**src/rtl/flash_cmd_pkg.sv**
```systemverilog
// Shared types for the flash command sequencer.
// Assumes data words are at least 8 bits wide, since the status bits sit in the low byte.
package flash_cmd_pkg;
    typedef enum logic [1:0] {
        MODE_ARRAY,
        MODE_IDENT,
        MODE_BUSY
    } mode_t;

    typedef enum logic [2:0] {
        STEP_IDLE,
        STEP_KEY1,
        STEP_KEY2,
        STEP_PROG,
        STEP_ERASE
    } step_t;

    localparam int STAT_BUSY_BIT   = 7;
    localparam int STAT_TOGGLE_BIT = 6;
    localparam int STAT_ERASE_BIT  = 2;
endpackage

```
**src/rtl/flash_word_array.sv**
```systemverilog
// Word storage built from flip-flops, split into 2**SW equal sectors.
// A program ANDs new data into one word. An erase sets a whole sector to ones.
// Assumes program and erase are never requested in the same cycle. Contents have no reset.
module flash_word_array #(
    parameter int AW = 6,
    parameter int DW = 16,
    parameter int SW = 2
) (
    input  logic          clk,
    input  logic          prog_en,
    input  logic [AW-1:0] prog_addr,
    input  logic [DW-1:0] prog_data,
    input  logic          erase_en,
    input  logic [SW-1:0] erase_sect,
    input  logic [AW-1:0] rd_addr,
    output logic [DW-1:0] rd_word
);
    localparam int DEPTH = 1 << AW;
    localparam int OFF_W = AW - SW;

    logic [DEPTH*DW-1:0] flat_q;

    for (genvar g = 0; g < DEPTH; g++) begin : g_word
        localparam logic [AW-1:0] GA = AW'(g);
        logic [DW-1:0] word_q;
        // Update one word: a sector erase sets it, a program clears bits.
        always_ff @(posedge clk) begin
            if (erase_en && (GA[AW-1:OFF_W] == erase_sect))
                word_q <= '1;
            else if (prog_en && (prog_addr == GA))
                word_q <= word_q & prog_data;
        end
        assign flat_q[g*DW +: DW] = word_q;
    end

    assign rd_word = flat_q[rd_addr*DW +: DW];
endmodule

```
**src/rtl/flash_op_timer.sv**
```systemverilog
// Countdown for embedded operations. load sets the length; it counts while run is high.
// done pulses in the last counted cycle. The count holds while run is low (suspend).
module flash_op_timer #(
    parameter int CW = 6
) (
    input  logic          clk,
    input  logic          rst_n,
    input  logic          load,
    input  logic [CW-1:0] load_val,
    input  logic          run,
    output logic          done
);
    logic [CW-1:0] cnt_q;

    // Load, count down, or hold the remaining cycles.
    always_ff @(posedge clk) begin
        if (!rst_n)
            cnt_q <= '0;
        else if (load)
            cnt_q <= load_val;
        else if (run && (cnt_q > CW'(1)))
            cnt_q <= cnt_q - CW'(1);
    end

    assign done = run && (cnt_q == CW'(1));
endmodule

```
**src/rtl/flash_cmd_seq.sv**
```systemverilog
// Command decoder and mode state machine. Tracks key steps, the read mode,
// the suspend flag and the pending operation. Commits the result on timer done.
// Assumes command codes are compared on the low byte of the write data.
module flash_cmd_seq
    import flash_cmd_pkg::*;
#(
    parameter int            AW           = 6,
    parameter int            DW           = 16,
    parameter int            SW           = 2,
    parameter int            CW           = 6,
    parameter logic [AW-1:0] UNLOCK_A1    = 6'h15,
    parameter logic [AW-1:0] UNLOCK_A2    = 6'h2A,
    parameter logic [7:0]    KEY1         = 8'hAA,
    parameter logic [7:0]    KEY2         = 8'h55,
    parameter logic [7:0]    CMD_PROG     = 8'hA0,
    parameter logic [7:0]    CMD_IDENT    = 8'h90,
    parameter logic [7:0]    CMD_ERASE    = 8'h80,
    parameter logic [7:0]    CMD_ERASE_GO = 8'h30,
    parameter logic [7:0]    CMD_SUSP     = 8'hB0,
    parameter logic [7:0]    CMD_RESUME   = 8'h30,
    parameter logic [7:0]    CMD_EXIT     = 8'hF0,
    parameter int            PROG_CYCLES  = 20,
    parameter int            ERASE_CYCLES = 40
) (
    input  logic          clk,
    input  logic          rst_n,
    input  logic          wr_en,
    input  logic [AW-1:0] addr,
    input  logic [DW-1:0] wdata,
    input  logic          tmr_done,
    output mode_t         mode,
    output logic          susp,
    output logic          op_erase,
    output logic          tmr_load,
    output logic [CW-1:0] tmr_val,
    output logic          prog_en,
    output logic [AW-1:0] prog_addr,
    output logic [DW-1:0] prog_data,
    output logic          erase_en,
    output logic [SW-1:0] erase_sect
);
    mode_t         mode_q, mode_d;
    step_t         step_q, step_d;
    logic          susp_q, susp_d;
    logic          erase_q, erase_d;
    logic [AW-1:0] paddr_q, paddr_d;
    logic [DW-1:0] pdata_q, pdata_d;
    logic [7:0]    cmd;

    assign cmd = wdata[7:0];

    // Next-state decode of modes, key steps and the pending operation.
    always_comb begin
        mode_d   = mode_q;
        step_d   = step_q;
        susp_d   = susp_q;
        erase_d  = erase_q;
        paddr_d  = paddr_q;
        pdata_d  = pdata_q;
        tmr_load = 1'b0;
        tmr_val  = '0;
        unique case (mode_q)
            MODE_BUSY: begin
                if (tmr_done) begin
                    mode_d = MODE_ARRAY;
                    step_d = STEP_IDLE;
                    susp_d = 1'b0;
                end else if (wr_en && (cmd == CMD_SUSP)) begin
                    mode_d = MODE_ARRAY;
                    step_d = STEP_IDLE;
                    susp_d = 1'b1;
                end
            end
            MODE_IDENT: begin
                if (wr_en && (cmd == CMD_EXIT)) begin
                    mode_d = MODE_ARRAY;
                    step_d = STEP_IDLE;
                end
            end
            default: begin
                if (wr_en) begin
                    step_d = STEP_IDLE;
                    unique case (step_q)
                        STEP_IDLE: begin
                            if (susp_q && (cmd == CMD_RESUME)) begin
                                mode_d = MODE_BUSY;
                                susp_d = 1'b0;
                            end else if ((addr == UNLOCK_A1) && (cmd == KEY1)) begin
                                step_d = STEP_KEY1;
                            end
                        end
                        STEP_KEY1: begin
                            if ((addr == UNLOCK_A2) && (cmd == KEY2))
                                step_d = STEP_KEY2;
                        end
                        STEP_KEY2: begin
                            if (addr == UNLOCK_A1) begin
                                if (cmd == CMD_IDENT)
                                    mode_d = MODE_IDENT;
                                else if ((cmd == CMD_PROG) && !susp_q)
                                    step_d = STEP_PROG;
                                else if ((cmd == CMD_ERASE) && !susp_q)
                                    step_d = STEP_ERASE;
                            end
                        end
                        STEP_PROG: begin
                            mode_d   = MODE_BUSY;
                            erase_d  = 1'b0;
                            paddr_d  = addr;
                            pdata_d  = wdata;
                            tmr_load = 1'b1;
                            tmr_val  = CW'(PROG_CYCLES);
                        end
                        STEP_ERASE: begin
                            if (cmd == CMD_ERASE_GO) begin
                                mode_d   = MODE_BUSY;
                                erase_d  = 1'b1;
                                paddr_d  = addr;
                                tmr_load = 1'b1;
                                tmr_val  = CW'(ERASE_CYCLES);
                            end
                        end
                        default: step_d = STEP_IDLE;
                    endcase
                end
            end
        endcase
    end

    // State registers; a reset abandons any operation.
    always_ff @(posedge clk) begin
        if (!rst_n) begin
            mode_q  <= MODE_ARRAY;
            step_q  <= STEP_IDLE;
            susp_q  <= 1'b0;
            erase_q <= 1'b0;
            paddr_q <= '0;
            pdata_q <= '0;
        end else begin
            mode_q  <= mode_d;
            step_q  <= step_d;
            susp_q  <= susp_d;
            erase_q <= erase_d;
            paddr_q <= paddr_d;
            pdata_q <= pdata_d;
        end
    end

    assign mode       = mode_q;
    assign susp       = susp_q;
    assign op_erase   = erase_q;
    assign prog_en    = (mode_q == MODE_BUSY) && tmr_done && !erase_q;
    assign erase_en   = (mode_q == MODE_BUSY) && tmr_done && erase_q;
    assign prog_addr  = paddr_q;
    assign prog_data  = pdata_q;
    assign erase_sect = paddr_q[AW-1 -: SW];
endmodule

```
**src/rtl/flash_cmd_top.sv**
```systemverilog
// Top of the flash command model. Connects the decoder, the timer and the array.
// Registers read data: array word, identifier code or status word, chosen by mode.
// Assumes DW >= 8 and 1 <= SW < AW.
module flash_cmd_top
    import flash_cmd_pkg::*;
#(
    parameter int            AW           = 6,
    parameter int            DW           = 16,
    parameter int            SW           = 2,
    parameter logic [AW-1:0] UNLOCK_A1    = 6'h15,
    parameter logic [AW-1:0] UNLOCK_A2    = 6'h2A,
    parameter logic [7:0]    CMD_SUSP     = 8'hB0,
    parameter logic [7:0]    MFR_ID       = 8'h3C,
    parameter logic [7:0]    DEV_ID       = 8'hA7,
    parameter logic [(1<<SW)-1:0] PROT_MAP = 4'b0100,
    parameter int            PROG_CYCLES  = 20,
    parameter int            ERASE_CYCLES = 40
) (
    input  logic          clk,
    input  logic          rst_n,
    input  logic          wr_en,
    input  logic          rd_en,
    input  logic [AW-1:0] addr,
    input  logic [DW-1:0] wdata,
    output logic [DW-1:0] rdata,
    output logic          busy
);
    localparam int MAXC = (PROG_CYCLES > ERASE_CYCLES) ? PROG_CYCLES : ERASE_CYCLES;
    localparam int CW   = $clog2(MAXC + 1);

    mode_t         mode_w;
    logic          susp_w, op_erase_w, tmr_load, tmr_done;
    logic [CW-1:0] tmr_val;
    logic          prog_en, erase_en;
    logic [AW-1:0] prog_addr;
    logic [DW-1:0] prog_data, arr_word, status_w, ident_w;
    logic [SW-1:0] erase_sect;
    logic          toggle_q;

    flash_cmd_seq #(
        .AW(AW), .DW(DW), .SW(SW), .CW(CW),
        .UNLOCK_A1(UNLOCK_A1), .UNLOCK_A2(UNLOCK_A2), .CMD_SUSP(CMD_SUSP),
        .PROG_CYCLES(PROG_CYCLES), .ERASE_CYCLES(ERASE_CYCLES)
    ) u_seq (
        .clk(clk), .rst_n(rst_n), .wr_en(wr_en), .addr(addr), .wdata(wdata),
        .tmr_done(tmr_done), .mode(mode_w), .susp(susp_w), .op_erase(op_erase_w),
        .tmr_load(tmr_load), .tmr_val(tmr_val), .prog_en(prog_en),
        .prog_addr(prog_addr), .prog_data(prog_data), .erase_en(erase_en),
        .erase_sect(erase_sect)
    );

    flash_op_timer #(.CW(CW)) u_tmr (
        .clk(clk), .rst_n(rst_n), .load(tmr_load), .load_val(tmr_val),
        .run(mode_w == MODE_BUSY), .done(tmr_done)
    );

    flash_word_array #(.AW(AW), .DW(DW), .SW(SW)) u_arr (
        .clk(clk), .prog_en(prog_en), .prog_addr(prog_addr), .prog_data(prog_data),
        .erase_en(erase_en), .erase_sect(erase_sect), .rd_addr(addr), .rd_word(arr_word)
    );

    // Build the status word shown while an operation runs.
    always_comb begin
        status_w                  = '0;
        status_w[STAT_BUSY_BIT]   = 1'b1;
        status_w[STAT_TOGGLE_BIT] = toggle_q;
        status_w[STAT_ERASE_BIT]  = op_erase_w;
    end

    // Pick the identifier code selected by the low address bits.
    always_comb begin
        unique case (addr[1:0])
            2'd0:    ident_w = DW'(MFR_ID);
            2'd1:    ident_w = DW'(DEV_ID);
            2'd2:    ident_w = DW'(PROT_MAP[addr[AW-1 -: SW]]);
            default: ident_w = '0;
        endcase
    end

    // Register the read result; each status read inverts the toggle bit.
    always_ff @(posedge clk) begin
        if (!rst_n) begin
            rdata    <= '0;
            toggle_q <= 1'b0;
        end else if (rd_en) begin
            unique case (mode_w)
                MODE_BUSY: begin
                    rdata    <= status_w;
                    toggle_q <= ~toggle_q;
                end
                MODE_IDENT: rdata <= ident_w;
                default:    rdata <= arr_word;
            endcase
        end
    end

    assign busy = (mode_w == MODE_BUSY);
endmodule

```
**config.mk**
```make
export PLATFORM = sky130hd
export DESIGN_NAME = flash_cmd_top
export DESIGN_NICKNAME = d
export VERILOG_FILES = /design/src/rtl/flash_cmd_pkg.sv /design/src/rtl/flash_word_array.sv /design/src/rtl/flash_op_timer.sv /design/src/rtl/flash_cmd_seq.sv /design/src/rtl/flash_cmd_top.sv
export SDC_FILE = /design/constraint.sdc
export NUM_CORES = 2
export LEC_CHECK = 0
export BUFFER_PORTS_ARGS = -buffer_cell sky130_fd_sc_hd__clkbuf_2
export CORE_UTILIZATION = 30
export CTS_CLUSTER_SIZE = 24
export DETAILED_ROUTE_END_ITERATION = 10
export PLACE_DENSITY = 0.42
export SKIP_CTS_REPAIR_TIMING = 1
export SLEW_MARGIN = 20
export SYNTH_ARGS = -nofsm -noshare
export SYNTH_HDL_FRONTEND = slang
export SYNTH_SLANG_ARGS = --single-unit
```
**constraint.sdc**
```tcl
create_clock -name clk -period 3.5 [get_ports clk]
set_input_delay 0.7 -clock clk [delete_from_list [all_inputs] [get_ports clk]]
set_output_delay 0.7 -clock clk [all_outputs]
set_load 0.1 [all_outputs]
```
==> tab_implementation.tex <==
\begin{tabular}{lr}
\hline
Metric & Value \\
\hline
\multicolumn{2}{l}{\textbf{Clock network}} \\
\quad \# clock sinks & between 1000 and 1500 \\
\quad Clock Tree Buf Depth & 3 \\
\quad CTS tree & built \\
\quad Clock latency on the worst-skew pair & 0.73 ns \\
\quad H-tree depth reported by CTS & 3 \\
\quad Number of buffers added by the clock tree synthesis step & 115 \\
\quad CTS clock-pin slew for the worst setup and hold paths & 0.06 ns \\
\quad Cell at the root of the clock tree & clkbuf\_16 \\
\multicolumn{2}{l}{\textbf{Routing}} \\
\quad Highest layer used for signal routing & met5 \\
\quad Antenna-violating nets left & 0 \\
\quad Total wirelength of the detailed-routed design & approximately 150000 µm \\
\quad Wire length on met1 & 71200 µm \\
\quad Vias & roughly 33000 \\
\quad Number of violations reported at the end of detailed-routing iteration 0 & just under 3000 \\
\quad Met2 layer wire length in the routed design & $\sim$68000 µm \\
\quad Total length of routed met3 wires & around 7400 µm \\
\quad 1st-pass router iterations & 6 \\
\quad Average wire per cell in the routed design & between 20 and 25 µm \\
\quad Via count normalized by instance count & $\sim$5.2 \\
\quad Remaining DRCs & 0 \\
\multicolumn{2}{l}{\textbf{Synth}} \\
\quad Top cells by area in the synthesized netlist & dfxtp\_1, mux4\_2, o21ai\_0, nand2\_1, clkbuf\_1 \\
\quad Area fraction of the dominant cell type after synthesis & 51.5\% \\
\quad Yosys warning count & 0 \\
\quad Syn Std Cell Area & 0.0418 mm² \\
\quad Avg Synthesized Cell Area & between 9 and 10 µm² \\
\quad Largest family of logic cells by synthesized area & multiplexers \\
\quad Area fraction in compound gates after synthesis & between 10\% and 20\% \\
\quad Number of flops mapped to enable cells by yosys & 0 \\
\quad Share of synthesized cell area in and, or, nand and nor gates & approximately 13\% \\
\quad Number of synthesized register bits & 1076 \\
\quad Number of instances in the synthesized netlist & 4373 \\
\quad Syn nets & between 4000 and 5000 \\
\quad Post-Synth Adder-Cell Area & 0.120\% \\
\quad Prevailing post-synth register cell & dfxtp\_1 \\
\quad Count of different cell masters after synthesis & 60 \\
\quad Portion of netlist area occupied by mux cells & about 17\% \\
\quad Post-synthesis xor/xnor area fraction & less than 1\% \\
\quad Cell taking the most area after synthesis & dfxtp\_1 \\
\quad Share of synthesized registers carrying an async set or reset & 0\% \\
\quad Seq/Total Area, Yosys & between 50\% and 60\% \\
\multicolumn{2}{l}{\textbf{Layout}} \\
\quad Highest-count cells in the layout ignoring fill and taps & nand2\_1, dfxtp\_1, o21ai\_0 \\
\quad Final Net Count & between 4000 and 5000 \\
\quad Filler Cell Count & approximately 14000 \\
\quad Synthesis-to-layout area growth & 16.4\% \\
\quad Most frequent standard cell in the layout excluding fill and tap cells & nand2\_1 \\
\quad Fraction of layout instances using a drive strength above 1 & $\sim$17\% \\
\multicolumn{2}{l}{\textbf{Timing}} \\
\quad Clock tree skew after final layout & roughly 0.025 ns \\
\quad Hold violation total from the final report & 0 \\
\quad Period utilization & a little under nine tenths \\
\quad Total of endpoints with negative setup slack in the final report & 0 \\
\quad Final worst path period need & approximately 3 ns \\
\quad Slew margin rel. & a little under a quarter \\
\quad Final worst hold slack & just under 0.2 ns \\
\quad Maximum achievable frequency & 0.334 GHz \\
\quad Total negative setup slack & 0 ns \\
\quad Number of slew-limit violations in the final report & 0 \\
\quad Least-Margin Pin Slew & 1.14 ns \\
\quad RSZ-0062 raised after global routing & no \\
\multicolumn{2}{l}{\textbf{GRT}} \\
\quad Global-route wire length before repair & approximately 220000 µm \\
\quad Sum of overflow across all layers after global routing & 0 \\
\quad Global routing usage summed across all routing layers & 21.0\% \\
\quad Initial antenna violation count & 8 \\
\quad Maximum number of pins on one net before global-route repair & roughly 150 \\
\quad Via count of the first global-routing pass & 31700 \\
\multicolumn{2}{l}{\textbf{Setup path}} \\
\quad Startpoint kind of the worst setup timing path & flop \\
\quad Critical Path RT & 4.09 ns \\
\quad Maximum fanout encountered on the critical timing path & 16 \\
\quad Kind of capture point of the worst setup path & flop \\
\quad Crit Path Category & flop to flop \\
\quad Worst Reg2Reg Path Length in Cells & 8 \\
\quad Arrival @ worst endpoint & between 3 and 4 ns \\
\multicolumn{2}{l}{\textbf{Floorplan}} \\
\quad Num ports & between 40 and 50 \\
\quad Count of standard-cell rows & roughly 140 \\
\quad Die X-Extent & between 300 and 400 µm \\
\quad Std-Cell Core Area & approximately 0.14 mm² \\
\quad Die footprint & around 0.14 mm² \\
\quad Die span in y & approximately 380 µm \\
\quad Initial cell density of the core & between 30\% and 40\% \\
\multicolumn{2}{l}{\textbf{Power and ir drop}} \\
\quad P\_leak & $\sim$0.023 µW \\
\quad Worst IR drop on VDD & $\sim$0.00034 V \\
\quad Power density relative to cell area & 532 mW/mm² \\
\multicolumn{2}{l}{\textbf{Placement}} \\
\quad Number of port buffers & between 40 and 50 \\
\quad DP Wirelength & 90200 µm \\
\quad Final GP Congestion & between 0.8 and 0.9 \\
\multicolumn{2}{l}{\textbf{Outcome}} \\
\quad Result of the run & completed \\
\multicolumn{2}{l}{\textbf{Run}} \\
\quad MaxCap Viol Count & 0 \\
\multicolumn{2}{l}{\textbf{Worst hold path}} \\
\quad Instance count along the most critical hold path & 3 \\
\quad Worst hold path type & input pin to flop \\
\hline
\end{tabular}
logic make-up after synthesis:
family                   after synthesis
AO/OA/AOI/OAI                       1179
XOR/XNOR                               6
adder cells (fa/ha/maj)                4
buffers and inverters                409
flip-flops                          1076
multiplexers                         347
AND/OR/NAND/NOR                     1352
synthesized netlist by cell type (18+ instances only):
cell type and count:
mux4_2 275, a21boi_0 25, nor2_1 34, o21ai_0 1049, nor3_1 21, nand3_1 20, nand2_1 1193, buf_2 52
dfxtp_1 1076, nor2b_1 26, clkbuf_1 322, mux2_2 18, a21oi_1 20, mux2i_1 54
power by group:
| part | internal, µW | switching, µW | leakage [µW] |
|---|---|---|---|
| clock network | 7660 | 5140 | 0.00194 |
| registers | 12300 | 13.0 | 0.00867 |
| logic | 297 | 507 | 0.0126 |
flip-flops by register name, summed over array words and instances (netlist names):
| signal | flops |
|---|---|
| rdata | 16 |
| toggle_q | 1 |
| u_arr.g_word.word_q | 1024 |
| u_seq.mode | 2 |
| u_seq.op_erase | 1 |
| u_seq.prog_addr | 6 |
| u_seq.prog_data | 16 |
| u_seq.step_q | 3 |
| u_seq.susp | 1 |
| u_tmr.cnt_q | 6 |
routing by layer:
metal,track usage [%],up-vias
met5,0,-
met4,5.37,2
met3,2.48,150
met2,33.0,869
met1,30.4,16500
li1,-,15100
worst max-delay path, cell delays in order, from the launching register on:
cell	delay, ns
dfxtp_1	0.35
nor4_2	0.26
buf_4	0.19
nand4b_1	0.45
nor3_2	0.26
buf_4	0.24
nand2_1	0.63
o21ai_0	0.40
nand2_1	0.08
per-stage QoR:
step	setup slack (ns)	cells	power, µW	instance area [µm²]	util (%)
after global routing	0.341	6218	26700	48600	35.3
after detailed placement	0.0901	6013	13300	44700	32.4
after floorplan	0.575	4373	13000	41800	-
final	0.506	6220	25900	48600	35.3
after global placement	0.107	6013	13400	44700	32.4
after CTS	0.589	6218	26200	48600	35.3
cell type report:
type	count	area, µm²	area share (%)
Timing Repair Buffer	242	2190	4.50
Sequential cell	1076	21600	44.3
Clock buffer	173	3470	7.14
Multi-Input combinational cell	2888	18600	38.3
Inverter	13	51.3	0.105
Clock inverter	32	473	0.972
Tap cell	1794	2240	4.61
Antenna cell	2	5.00	0.0103
path summary, 6_finish.rpt:
kind	start	endpoint	slack, ns
worst max-delay path	u_tmr.cnt_q[2]	u_arr.g_word[13].word_q[6]	0.51
worst min-delay path	wdata[15]	u_seq.prog_data[15]	0.19
worst max register to register	u_tmr.cnt_q[2]	u_arr.g_word[13].word_q[6]	0.51
worst min register to register	u_arr.g_word[63].word_q[0]	u_arr.g_word[63].word_q[0]	0.46
(Power assumes the default switching activity.)
